## src/rtl/cnt_slice.sv

```systemverilog
`timescale 1ns/1ps
module cnt_slice #(
  parameter int W = 4
) (
  input  logic         clk,
  input  logic         clr_n,
  input  logic         load_n,
  input  logic         cnt_en,
  input  logic         chain_en,
  input  logic [W-1:0] din,
  output logic [W-1:0] q,
  output logic         carry
);
  localparam logic [W-1:0] ALL_ONES = {W{1'b1}};

  always_ff @(posedge clk) begin
    if (!clr_n)                q <= '0;
    else if (!load_n)          q <= din;
    else if (cnt_en && chain_en) q <= q + 1'b1;
  end

  assign carry = chain_en & (q == ALL_ONES);

  logic armed = 1'b0;
  always_ff @(posedge clk) if (!clr_n) armed <= 1'b1;


  clear_wins_chk: assert property (@(posedge clk) disable iff (!armed)
    !clr_n |=> q == '0);

  load_over_count_chk: assert property (@(posedge clk) disable iff (!armed)
    clr_n && !load_n |=> q == $past(din));

  step_chk: assert property (@(posedge clk) disable iff (!armed)
    clr_n && load_n && cnt_en && chain_en && q != ALL_ONES |=> q == $past(q) + 1'b1);

  slice_wrap_chk: assert property (@(posedge clk) disable iff (!armed)
    clr_n && load_n && cnt_en && carry |=> q == '0);

  hold_chk: assert property (@(posedge clk) disable iff (!armed)
    clr_n && load_n && !(cnt_en && chain_en) |=> $stable(q));

  carry_gate_chk: assert property (@(posedge clk) disable iff (!armed)
    !chain_en |-> !carry);
endmodule

```

## src/rtl/sync_cascade_counter.sv

```systemverilog
`timescale 1ns/1ps
module sync_cascade_counter #(
  parameter int STAGES  = 2,
  parameter int STAGE_W = 4
) (
  input  logic                       clk,
  input  logic                       clr_n,
  input  logic                       load_n,
  input  logic                       count_en,
  input  logic                       chain_en,
  input  logic [STAGES*STAGE_W-1:0]  load_val,
  output logic [STAGES*STAGE_W-1:0]  count,
  output logic                       carry_out
);
  localparam int TW = STAGES * STAGE_W;

  logic [STAGES:0] link;
  assign link[0] = chain_en;

  for (genvar k = 0; k < STAGES; k++) begin : g_slice
    cnt_slice #(.W(STAGE_W)) u_slice (
      .clk      (clk),
      .clr_n    (clr_n),
      .load_n   (load_n),
      .cnt_en   (count_en),
      .chain_en (link[k]),
      .din      (load_val[k*STAGE_W +: STAGE_W]),
      .q        (count[k*STAGE_W +: STAGE_W]),
      .carry    (link[k+1])
    );
  end

  assign carry_out = link[STAGES];

  logic armed = 1'b0;
  always_ff @(posedge clk) if (!clr_n) armed <= 1'b1;


  full_wrap_chk: assert property (@(posedge clk) disable iff (!armed)
    clr_n && load_n && count_en && carry_out |=> count == '0);

  upper_hold_chk: assert property (@(posedge clk) disable iff (!armed)
    clr_n && load_n && !link[1] |=> count[TW-1:STAGE_W] == $past(count[TW-1:STAGE_W]));

  full_step_chk: assert property (@(posedge clk) disable iff (!armed)
    clr_n && load_n && count_en && chain_en && !carry_out |=> count == $past(count) + 1'b1);
endmodule

```

## config.mk

```make
export PLATFORM = sky130hd
export DESIGN_NAME = sync_cascade_counter
export DESIGN_NICKNAME = d
export VERILOG_FILES = /design/src/rtl/cnt_slice.sv /design/src/rtl/sync_cascade_counter.sv
export SDC_FILE = /design/constraint.sdc
export NUM_CORES = 1
export LEC_CHECK = 0
export ABC_AREA = 1
export BUFFER_PORTS_ARGS = -buffer_cell sky130_fd_sc_hd__buf_2
export CAP_MARGIN = 20
export CORE_MARGIN = 2
export CORE_UTILIZATION = 28
export CTS_CLUSTER_SIZE = 25
export DETAILED_ROUTE_END_ITERATION = 16
export PLACE_DENSITY = 0.63
export SLEW_MARGIN = 30
export SYNTH_ARGS = -nofsm -noshare
export SYNTH_HDL_FRONTEND = slang
export SYNTH_SLANG_ARGS = --single-unit
```

## constraint.sdc

```tcl
create_clock -name clk -period 2.8 [get_ports clk]
set_input_delay 0.56 -clock clk [delete_from_list [all_inputs] [get_ports clk]]
set_output_delay 0.56 -clock clk [all_outputs]
set_load 0.005 [all_outputs]
```

# == After elaboration in Yosys (flattened, before gate mapping) ==
# Cells that the tools add are included.
# word_totals
ff_bits,8
output_inout_bits,9
wordCells,16
# op_classes
add_sub_neg,2
reduce_logical,2
n_mux,4
n_eq_ne,4
bitwise,2
# op_table
operator,count
$mux W4,4
$add A4 B1 Y4 const B,2
$eq A4 B4 Y1 const B,2
$ne A2 B1 Y1 const B,2
$and A1 B1 Y1,2
$logic_and A1 B1 Y1,2

# == Logic depth before layout (Yosys ltp) ==
# depth
depth_word,5
mapped_depth,9

# == Hierarchy ==
# From an unflattened synthesis, not the netlist that was laid out.
# unflattened
cells_unflattened,74
hier_area_um2,483.0
# by_module_without_submodules
mod,seq_area_each_um2,area_per_inst_um2,instances,cells_each
cnt_slice (g_slice[0].u_slice),80.1,241.5,1,36
cnt_slice (g_slice[1].u_slice),80.1,241.5,1,38

# == Worst setup path after synthesis ==
# OpenSTA, ideal clock, no wires.
# synth_timing
kind,register -> output
startpoint,register g_slice[0].u_slice.q[0]
endpoint,output carry_out
path_stages_with_launch,4
slack_ns,1.301
n_path_buf,0
t_arrival_ns,0.939
path_cell_list,dfxtp_1 -> ha_1 -> nand2_2 -> nor4_1
# synth_between
elab_chain_len,3
# synth_lines
element,line,source
"start, declared",cnt_slice.sv:11,"output logic [W-1:0] q,"
"start signal, assigned",cnt_slice.sv:18,else if (!load_n) q <= din;
"start signal, assigned",cnt_slice.sv:19,else if (cnt_en && chain_en) q <= q + 1'b1;
$eq A4 B4 Y1,cnt_slice.sv:22,assign carry = chain_en & (q == ALL_ONES);
$and A1 B1 Y1 (2 in series),cnt_slice.sv:22,
"end, declared",sync_cascade_counter.sv:13,output logic carry_out
# Every way passes these cells.

# == Final worst setup path ==
# Ends and elaborated chain as after synthesis.

==> results.sh <==
export IMPL_largestRegisters="g_slice.u_slice.q x8"
export IMPL_startpoint="g_slice[0].u_slice.q[0]"
export IMPL_routed_via_count=532
export IMPL_irDropWorstVdd_uv=119
export IMPL_critPathCaptureType="output port"
export IMPL_setup_violations=0
export IMPL_grt_usage_pct=11.8
export IMPL_max_cap_violations=0
export IMPL_die_width_um=46.1
export IMPL_worst_slack_ns=0.889
export IMPL_antenna_found_initial=0
export IMPL_hp_class="reg -> reg"
export IMPL_num_antenna_cells=0
export IMPL_cts_tree="built"
export IMPL_post_route_period_util_pct=68.3
export IMPL_clock_sinks=8
export IMPL_netlist_area_um2=497
export IMPL_utilization_pct=37.6
export IMPL_grt_pass1_wl_um=1760
export IMPL_final_nets=116
export IMPL_row_count=15
export IMPL_gr_usage_met1_pct=14.3
export IMPL_post_cts_buffers=0
export IMPL_port_buffer_count=21
export IMPL_hold_viol=0
export IMPL_cts_hold_buf=0
export IMPL_routed_wl_um=1160
export IMPL_final_max_slew_viol_count=0
export IMPL_use_met3_pct=2.75
export IMPL_fin_skew_ns=0.00112
export IMPL_area_delta_synth_final_pct=27.7
export IMPL_start_util_pct=29.4
export IMPL_grt_max_degree=10
export IMPL_synth_avg_cell_area_um2=6.54
export IMPL_setup_tns_final_ns=0
export IMPL_synthesis_nets=91
export IMPL_grt_busiest_layer="met2"
export IMPL_drtPass1Iterations=2
export IMPL_max_slew_margin_pct=83.8
export IMPL_ios=22
export IMPL_rsz0062_at_grt="no"
export IMPL_gp_congestion=0.828
export IMPL_hpwl_um=929
export IMPL_p_leak_nw=0.336
export IMPL_cp_arrival_ns=1.35
export IMPL_clock_path_buffers=2
export IMPL_clk_pin_slew_worst_paths_ns=0.05
export IMPL_dp_slack_ns=1.09
export IMPL_routedWlPerCell_um=9.97
export IMPL_finalPower_w=0.000270
export IMPL_drive_gt1_share_pct=32.3
export IMPL_crit_required_ns=2.24
export IMPL_min_from="g_slice[0].u_slice.q[0]"
export IMPL_start_kind="register"
export IMPL_met2_usage_pct=17.2
export IMPL_htreeDepth=1
export IMPL_drt_iter0_drc=2
export IMPL_numCtsBuffers=3
export IMPL_status="complete, no violations"
export IMPL_yosysUniqueCellTypes=19
export IMPL_grt_overflow_total=0
export IMPL_post_drt_via_cell_ratio=4.59
export IMPL_period_needed_ns=1.91
export IMPL_fmaxAchievable_mhz=523
export IMPL_timing_rr_start="g_slice[0].u_slice.q[0]"
export IMPL_die_h_um=46.1
export IMPL_worstMarginPinSlew_ns=0.241
export IMPL_worstPathMaxFanout=5
export IMPL_largest_register="g_slice.u_slice.q"
export IMPL_ys_seq_elements=8
export IMPL_path_class="reg -> out"
export IMPL_ys_warn_count=0
export IMPL_grt_pass1_vias=461
export IMPL_cts_root_buf="clkbuf_4"
export IMPL_cts_resized_gates=0
export IMPL_ant_nets=0
export IMPL_route_detailed_drc=0
export IMPL_die_area_um2=2130
export IMPL_worst_skew_pair_late_latency_ns=0.25
export IMPL_core_area_um2=1690
export IMPL_ys_seq_area_share_pct=32.2
export IMPL_power_density_nw_per_um2=425
export IMPL_syn_inst=76
export IMPL_largest_reg_flops=8
==> Yosys cell counts <==
cell,instances,share of area [%]
a21oi_1,2,2.0
a31oi_1,3,3.8
buf_6,1,2.3
dfxtp_1,8,32
ha_1,2,5.0
inv_1,8,6.0
inv_2,1,0.75
nand2_1,23,17
nand2_2,3,3.8
nand3_1,6,6.0
nand4_1,1,1.3
nor2_1,7,5.3
nor2_2,1,1.3
nor2_4,1,2.3
nor4_1,1,1.3
o21ai_0,4,4.0
o21ai_1,1,1.0
or2_2,2,2.5
xor2_1,1,1.8
==> worst max-delay path, cell delays in order (launching register included) <==
cell and delay (ns):
dfxtp_1 0.39, ha_1 0.20, nand2_2 0.08, nor4_1 0.28, buf_2 0.16
==> placed cells by master (no fill, tap or decap) <==
cell type,n
or2_2,2
nand3_1,6
nand2_1,23
o21ai_0,4
dfxtp_1,8
a31oi_1,3
o21ai_1,1
nor4_1,1
inv_1,8
nor2_4,1
nand4_1,1
nand2_2,3
xor2_1,1
ha_1,2
inv_2,1
buf_2,21
clkbuf_4,3
nor2_1,7
a21oi_1,2
nor2_2,1
==> where the power goes <==
| group | internal (W) | switching, W | leakage [nW] |
|---|---|---|---|
| Combinational | 0.0000241 | 0.0000272 | 0.256 |
| Sequential | 0.000122 | 0.00000877 | 0.0662 |
| Clock | 0.0000490 | 0.0000387 | 0.0138 |
| Total | 0.000195 | 0.0000747 | 0.336 |
==> cells by family (layout without fill, tap and decap cells) <==
logic type               Yosys count  in the layout  synth area share, %
AO/OA/AOI/OAI                     10             10                 10.8
XOR/XNOR                           1              1                 1.76
adder cells (fa/ha/maj)            2              2                 5.04
buffers and inverters             10             33                 9.07
flip-flops                         8              8                 32.2
AND/OR/NAND/NOR                   45             45                 41.1
==> per-stage QoR <==
step,cells,hold slack [ns],cell area (um2)
final,116,0.536,634
after global routing,116,0.565,634
after CTS,116,0.534,634
after detailed placement,113,0.519,612
after global placement,113,0.513,612
after floorplan,76,0.488,497
==> final timing paths <==
kind	slack [ns]	cells past startpoint	end
worst min-delay path	0.54	2	g_slice[0].u_slice.q[0]
worst max-delay path	0.89	4	carry_out
worst max register to register	1.54	8	g_slice[1].u_slice.q[1]
worst min register to register	0.54	2	g_slice[0].u_slice.q[0]
==> layer usage <==
layer  wire length (um)  up-vias
met5                  0        -
met4                 17        0
met3                 54        2
met2                499       12
met1                586      225
li1                   -      293
==> cell type report <==
cell class | count | area (um2)
Tap cell | 17 | 21.3
Inverter | 9 | 33.8
Fill cell | 192 | 1050
Timing Repair Buffer | 21 | 105
Multi-Input combinational cell | 58 | 292
Sequential cell | 8 | 160
Clock buffer | 3 | 22.5
Note: power is estimated with default switching activity, not from simulation.
